$ cat src/rtl/sertx_pkg.sv
package sertx_pkg;

    localparam int BYTE_W = 8;
    localparam int CTL_W  = 7;

    // line_ctl field positions (decoded by the framing logic)
    localparam int CTL_STOP  = 2;
    localparam int CTL_PAR   = 3;
    localparam int CTL_EVEN  = 4;
    localparam int CTL_STICK = 5;
    localparam int CTL_BRK   = 6;

    typedef enum logic [2:0] {
        PH_IDLE,
        PH_START,
        PH_DATA,
        PH_PARITY,
        PH_STOP
    } phase_e;

    typedef struct packed {
        logic [1:0] wlen;
        logic       long_stop;
        logic       par_on;
        logic       par_even;
        logic       par_stick;
    } frame_cfg_t;

    function automatic frame_cfg_t cfg_from_ctl(input logic [5:0] c);
        frame_cfg_t f;
        f.wlen      = c[1:0];
        f.long_stop = c[CTL_STOP];
        f.par_on    = c[CTL_PAR];
        f.par_even  = c[CTL_EVEN];
        f.par_stick = c[CTL_STICK];
        return f;
    endfunction

    function automatic logic [3:0] word_bits(input logic [1:0] wlen);
        return 4'd5 + {2'b00, wlen};
    endfunction

    function automatic logic parity_of(input frame_cfg_t f, input logic [BYTE_W-1:0] d);
        logic [BYTE_W-1:0] m;
        m = d & (8'hFF >> (2'd3 - f.wlen));
        if (f.par_stick)
            return ~f.par_even;
        else if (f.par_even)
            return ^m;
        else
            return ~(^m);
    endfunction

    function automatic int unsigned stop_len(input frame_cfg_t f, input int unsigned ovs);
        if (!f.long_stop)
            return ovs;
        else if (f.wlen == 2'b00)
            return ovs + ovs / 2;
        else
            return 2 * ovs;
    endfunction

endpackage

$ cat src/rtl/sertx_hold.sv
module sertx_hold
    import sertx_pkg::*;
(
    input  logic              clk,
    input  logic              rst,
    input  logic              wr_en,
    input  logic [BYTE_W-1:0] wr_data,
    input  logic              take,
    output logic              valid,
    output logic [BYTE_W-1:0] data
);

    always_ff @(posedge clk) begin
        if (rst) begin
            valid <= 1'b0;
            data  <= '0;
        end else if (take) begin
            valid <= 1'b0;
        end else if (wr_en && !valid) begin
            valid <= 1'b1;
            data  <= wr_data;
        end
    end

endmodule

$ cat src/rtl/sertx_bit_timer.sv
module sertx_bit_timer #(
    parameter int OVERSAMPLE = 16,
    localparam int LEN_W = $clog2(2 * OVERSAMPLE + 1)
) (
    input  logic             clk,
    input  logic             rst,
    input  logic             tick,
    input  logic             restart,
    input  logic [LEN_W-1:0] len,
    output logic             phase_end
);

    logic [LEN_W-1:0] cnt;

    assign phase_end = tick && (cnt == len - 1'b1);

    always_ff @(posedge clk) begin
        if (rst || restart)
            cnt <= '0;
        else if (phase_end)
            cnt <= '0;
        else if (tick)
            cnt <= cnt + 1'b1;
    end

endmodule

$ cat src/rtl/sertx_shifter.sv
module sertx_shifter
    import sertx_pkg::*;
#(
    parameter int OVERSAMPLE = 16,
    localparam int LEN_W = $clog2(2 * OVERSAMPLE + 1)
) (
    input  logic              clk,
    input  logic              rst,
    input  logic              bit_tick,
    input  logic              hold_valid,
    input  logic [BYTE_W-1:0] hold_data,
    input  frame_cfg_t        cfg_in,
    input  logic              cts_ok,
    output logic              take,
    output logic              line_bit,
    output logic              idle
);

    phase_e            phase;
    frame_cfg_t        cfg;
    logic [BYTE_W-1:0] shreg;
    logic [2:0]        bit_idx;
    logic              par_bit;
    logic              phase_end;
    logic              launch;
    logic              last_data;
    logic [LEN_W-1:0]  len;

    always_comb begin
        if (phase == PH_STOP)
            len = LEN_W'(stop_len(cfg, OVERSAMPLE));
        else
            len = LEN_W'(OVERSAMPLE);
    end

    sertx_bit_timer #(.OVERSAMPLE(OVERSAMPLE)) u_timer (
        .clk      (clk),
        .rst      (rst),
        .tick     (bit_tick),
        .restart  (launch),
        .len      (len),
        .phase_end(phase_end)
    );

    assign launch    = hold_valid && cts_ok &&
                       ((phase == PH_IDLE) || (phase == PH_STOP && phase_end));
    assign take      = launch;
    assign idle      = (phase == PH_IDLE);
    assign last_data = ({1'b0, bit_idx} == word_bits(cfg.wlen) - 4'd1);

    always_ff @(posedge clk) begin
        if (rst) begin
            phase   <= PH_IDLE;
            cfg     <= '0;
            shreg   <= '0;
            bit_idx <= '0;
            par_bit <= 1'b0;
        end else if (launch) begin
            phase   <= PH_START;
            cfg     <= cfg_in;
            shreg   <= hold_data;
            bit_idx <= '0;
            par_bit <= parity_of(cfg_in, hold_data);
        end else if (phase_end) begin
            case (phase)
                PH_START: phase <= PH_DATA;
                PH_DATA: begin
                    shreg   <= shreg >> 1;
                    bit_idx <= bit_idx + 3'd1;
                    if (last_data)
                        phase <= cfg.par_on ? PH_PARITY : PH_STOP;
                end
                PH_PARITY: phase <= PH_STOP;
                PH_STOP:   phase <= PH_IDLE;
                default:   phase <= PH_IDLE;
            endcase
        end
    end

    always_comb begin
        case (phase)
            PH_START:  line_bit = 1'b0;
            PH_DATA:   line_bit = shreg[0];
            PH_PARITY: line_bit = par_bit;
            default:   line_bit = 1'b1;
        endcase
    end

endmodule

$ cat src/rtl/serial_tx_framer.sv
module serial_tx_framer
    import sertx_pkg::*;
#(
    parameter int OVERSAMPLE = 16
) (
    input  logic              clk,
    input  logic              rst,
    input  logic              wr_en,
    input  logic [BYTE_W-1:0] wr_data,
    input  logic [CTL_W-1:0]  line_ctl,
    input  logic              cts_n,
    input  logic              cts_gate_en,
    input  logic              bit_tick,
    output logic              txd,
    output logic              hold_empty,
    output logic              tx_empty
);

    logic              hold_valid;
    logic [BYTE_W-1:0] hold_data;
    logic              take;
    logic              line_bit;
    logic              sh_idle;
    logic              cts_ok;
    frame_cfg_t        cfg_now;

    assign cts_ok  = !cts_gate_en || !cts_n;
    assign cfg_now = cfg_from_ctl(line_ctl[5:0]);

    sertx_hold u_hold (
        .clk    (clk),
        .rst    (rst),
        .wr_en  (wr_en),
        .wr_data(wr_data),
        .take   (take),
        .valid  (hold_valid),
        .data   (hold_data)
    );

    sertx_shifter #(.OVERSAMPLE(OVERSAMPLE)) u_shift (
        .clk       (clk),
        .rst       (rst),
        .bit_tick  (bit_tick),
        .hold_valid(hold_valid),
        .hold_data (hold_data),
        .cfg_in    (cfg_now),
        .cts_ok    (cts_ok),
        .take      (take),
        .line_bit  (line_bit),
        .idle      (sh_idle)
    );

    assign txd        = line_ctl[CTL_BRK] ? 1'b0 : line_bit;
    assign hold_empty = !hold_valid;
    assign tx_empty   = !hold_valid && sh_idle;

endmodule

$ cat config.mk
export PLATFORM = sky130hd
export DESIGN_NAME = serial_tx_framer
export DESIGN_NICKNAME = d
export VERILOG_FILES = /design/src/rtl/sertx_pkg.sv /design/src/rtl/sertx_hold.sv /design/src/rtl/sertx_bit_timer.sv /design/src/rtl/sertx_shifter.sv /design/src/rtl/serial_tx_framer.sv
export SDC_FILE = /design/constraint.sdc
export NUM_CORES = 1
export LEC_CHECK = 0
export CAP_MARGIN = 30
export CORE_ASPECT_RATIO = 0.6
export CORE_UTILIZATION = 54
export DETAILED_ROUTE_END_ITERATION = 8
export DONT_BUFFER_PORTS = 1
export PLACE_DENSITY = 0.67
export SKIP_CTS_REPAIR_TIMING = 1
export SYNTH_ARGS = -nofsm -noshare
export SYNTH_HDL_FRONTEND = slang
export SYNTH_SLANG_ARGS = --single-unit
$ cat constraint.sdc
create_clock -name clk -period 3.3 [get_ports clk]
set_input_delay 0 -clock clk [delete_from_list [all_inputs] [get_ports clk]]
set_output_delay 0 -clock clk [all_outputs]
set_load 0.01 [all_outputs]
==> results.yml <==
status:
  run_status: "complete, but fails checks"
  violations: "negative hold slack"
sta:
  rsz0062_at_grt: "no"
  fin_skew_ns: 0.00506
  hold_viol_final: 1
  tns_ns: 0
  final_max_slew_viol_count: 0
  tightest_slew_ns: 0.965
  min_period_ns: 2.91
  relSlewSlack_pct: 35.5
  clock.fmax_ghz: 0.344
  setup_viol: 0
  period_share_pct: 88.2
  whs_ns: -0.0295
floorplanning:
  rows: 15
  die_x_um: 75.1
  core_area_sq_um: 2970
  num_io_pins: 24
  dieHeight_um: 45.9
  die_area_sq_um: 3440
  initial_core_util_pct: 58.4
layout:
  drive_gt1_share_pct: 12.2
  layout.nets: 227
  area_delta_synth_final_pct: 16.4
  nFillCells: 260
  final_util_pct: 68.0
  diodes: 0
synthesis:
  synth_top_cell_area_share_pct: 39.3
  yosysTopAreaCell: "dfxtp_1"
  synth_nets: 212
  async_reset_ff_share_pct: 0
  synth_cell_types: 37
  syn_avg_cell_area_sq_um: 9.16
  synth_cells: 189
  synthesis.area_sq_um: 1730
  synth-seq-area-share_pct: 39.3
  synth_area_leaders: "dfxtp_1 39%, mux2i_1 9.8%, nor2_1 6.5%"
  synth_edf_count: 0
  synth-seq-cells: 34
  ys_warn_count: 0
  ys.flop_type: "dfxtp_1"
placement:
  dpl.hpwl_mm: 2.42
  place_congestion: 0.761
  port_buffers: 0
global_routing:
  grt_antenna_before_repair: 0
  grt_use_total_pct: 23.4
  grt_first_pass_wirelength_mm: 5.64
  overflow: 0
  grt_max_degree: 32
  first_global_vias: 1194
routing:
  firstDrtPassIters: 5
  wl_per_cell_um: 15.0
  detail-route-antenna-nets: 0
  drc: 0
  via_per_inst: 5.62
  routed_wl_mm: 3.71
  vias: 1388
  drt_iter0_drc: 63
pwr:
  pwr-share-seq_pct: 50.3
  power.total_w: 0.000908
  power.switching_w: 0.000243
  comb_power_share_pct: 14.5
  sw_frac_of_total_pct: 26.7
  leakage_nw: 0.704
  vdd_ir_drop_max_mv: 0.298
  powerDensity_nw_per_um2: 450
  p_clk_share_pct: 35.3
  p_int_w: 0.000665
setup_path:
  required_ns: 3.53
  crit_type: "register to register"
  reg2reg_slack_ns: 0.39
  crit_arrival_ns: 3.14
  crit_end: "u_shift.shreg[1]"
  crit_chain: "nor4bb_4, or3b_4, a21o_1, a21o_1, nor2_1, a211oi_2, dlygate4sd3_1"
  start_kind: "register"
  r2r_end: "u_shift.shreg[1]"
  critPathLaunch: "u_shift.phase[2]"
  reg2regPathDepth: 7
  path_buf_inv: 1
  cpPeakStageDelay_ns: 0.64
  crit_path_end_kind: "register"
  path_max_fanout: 21
  r2r_start: "u_shift.phase[2]"
  crit_cells: 7
  cp_top_family: "compound AO/OA/AOI/OAI gates"
  crit_path_top_delay_cell: "a21o_1"
  crit_top_cell: "a21o_1"
clock_tree:
  insertion_delay_ns: 0.28
  cts_tree: "done"
  cts_root_buffer: "clkbuf_8"
  cts_buffers: 5
  clk_pin_slew_ns: 0.07
  cts_sinks: 34
  clockBufferDepth: 2
  htreeDepth: 2
run:
  maxCapViolCount: 0
hold_path:
  min_path_type: "input port to register"
==> tightest hold or removal path, stage by stage <==
cell and delay (ns):
nand4_1 0.08, xor2_1 0.07, nor2_1 0.07
==> layer usage <==
| layer | vias to the layer above | GRT usage, % | routed length (um) |
|---|---|---|---|
| met2 | 34 | 30.1 | 1660 |
| met1 | 669 | 34.9 | 1860 |
| met3 | 2 | 7.08 | 169 |
| met5 | - | 0 | 0 |
| met4 | 0 | 10.6 | 23 |
| li1 | 683 | - | - |
==> state kept, by name, summed over array words and instances (netlist names) <==
name and cells:
u_hold.data 8, u_hold.valid 1, u_shift.bit_idx 3, u_shift.cfg 4, u_shift.par_bit 1, u_shift.phase 3, u_shift.shreg 8, u_shift.u_timer.cnt 6
==> how the worst min path moves through the flow <==
| stage | to | start | cells past startpoint |
|---|---|---|---|
| floorplan | txd | line_ctl[6] | 1 |
| global placement | txd | line_ctl[6] | 1 |
| detailed placement | txd | line_ctl[6] | 1 |
| CTS | u_shift.shreg[1] | rst | 1 |
| global route | u_shift.u_timer.cnt[4] | bit_tick | 3 |
| finish | u_shift.u_timer.cnt[4] | bit_tick | 3 |
==> logic make-up (layout without fill, tap and decap cells) <==
kind of cell / count (synthesis) / after routing / synth area share, %
AO/OA/AOI/OAI: 30 / 30 / 14.5
XOR/XNOR: 15 / 15 / 7.59
adder cells (fa/ha/maj): 2 / 2 / 1.44
buffers and inverters: 15 / 31 / 5.13
flip-flops: 34 / 34 / 39.3
multiplexers: 17 / 17 / 9.83
AND/OR/NAND/NOR: 76 / 76 / 22.3
==> power by group through the flow <==
| stage | clock network [W] | logic (W) | registers (W) |
|---|---|---|---|
| after floorplan | 0 | 0.000100 | 0.000456 |
| after detailed placement | 0 | 0.000100 | 0.000465 |
| final | 0.000320 | 0.000131 | 0.000457 |
| after CTS | 0.000326 | 0.000101 | 0.000456 |
| after global placement | 0 | 0.0000966 | 0.000464 |
| after global routing | 0.000350 | 0.000144 | 0.000459 |
==> synth_stat cells, types with 2 or more instances <==
master and n:
a211oi_1 2, a211oi_2 8, a21bo_2 2, a21o_1 2, a21oi_1 9, buf_2 2, buf_6 4, clkbuf_1 7
dfxtp_1 34, ha_1 2, inv_1 2, mux2i_1 17, nand2_1 16, nand2b_1 2, nand3_1 5, nand3b_1 4
nand4_1 3, nor2_1 30, nor2b_1 2, nor3_1 5, nor3b_1 2, xnor2_1 10, xor2_1 5
==> cell type report <==
cell class / instances / area, sq um / share of cell area [%]
multi-input combinational: 140 / 962 / 47.7
sequential: 34 / 681 / 33.8
timing repair buffer: 21 / 218 / 10.8
clock buffer: 6 / 82.6 / 4.10
tap: 42 / 52.6 / 2.61
clock inverter: 2 / 12.5 / 0.621
inverter: 2 / 7.51 / 0.372
==> placed cells by master (no fill, tap or decap), types with 3 or more instances in the layout <==
cell	count
mux2i_1	17
clkbuf_8	6
a211oi_2	8
dlygate4sd3_1	19
dfxtp_1	34
nand4_1	3
nand2_1	16
a21oi_1	9
nor2_1	30
xor2_1	5
nand3_1	5
nand3b_1	4
nor3_1	5
xnor2_1	10
==> stage by stage <==
step	hold slack [ns]	area (sq um)	std cells	setup WS [ns]
floorplan	0.0475	1730	189	1.54
global placement	0.0521	1710	219	1.10
detailed placement	0.0507	1710	219	0.955
CTS	-0.239	1810	227	0.937
global route	0.0153	2020	247	0.179
finish	-0.0295	2020	247	0.390
(Power assumes the default switching activity.)
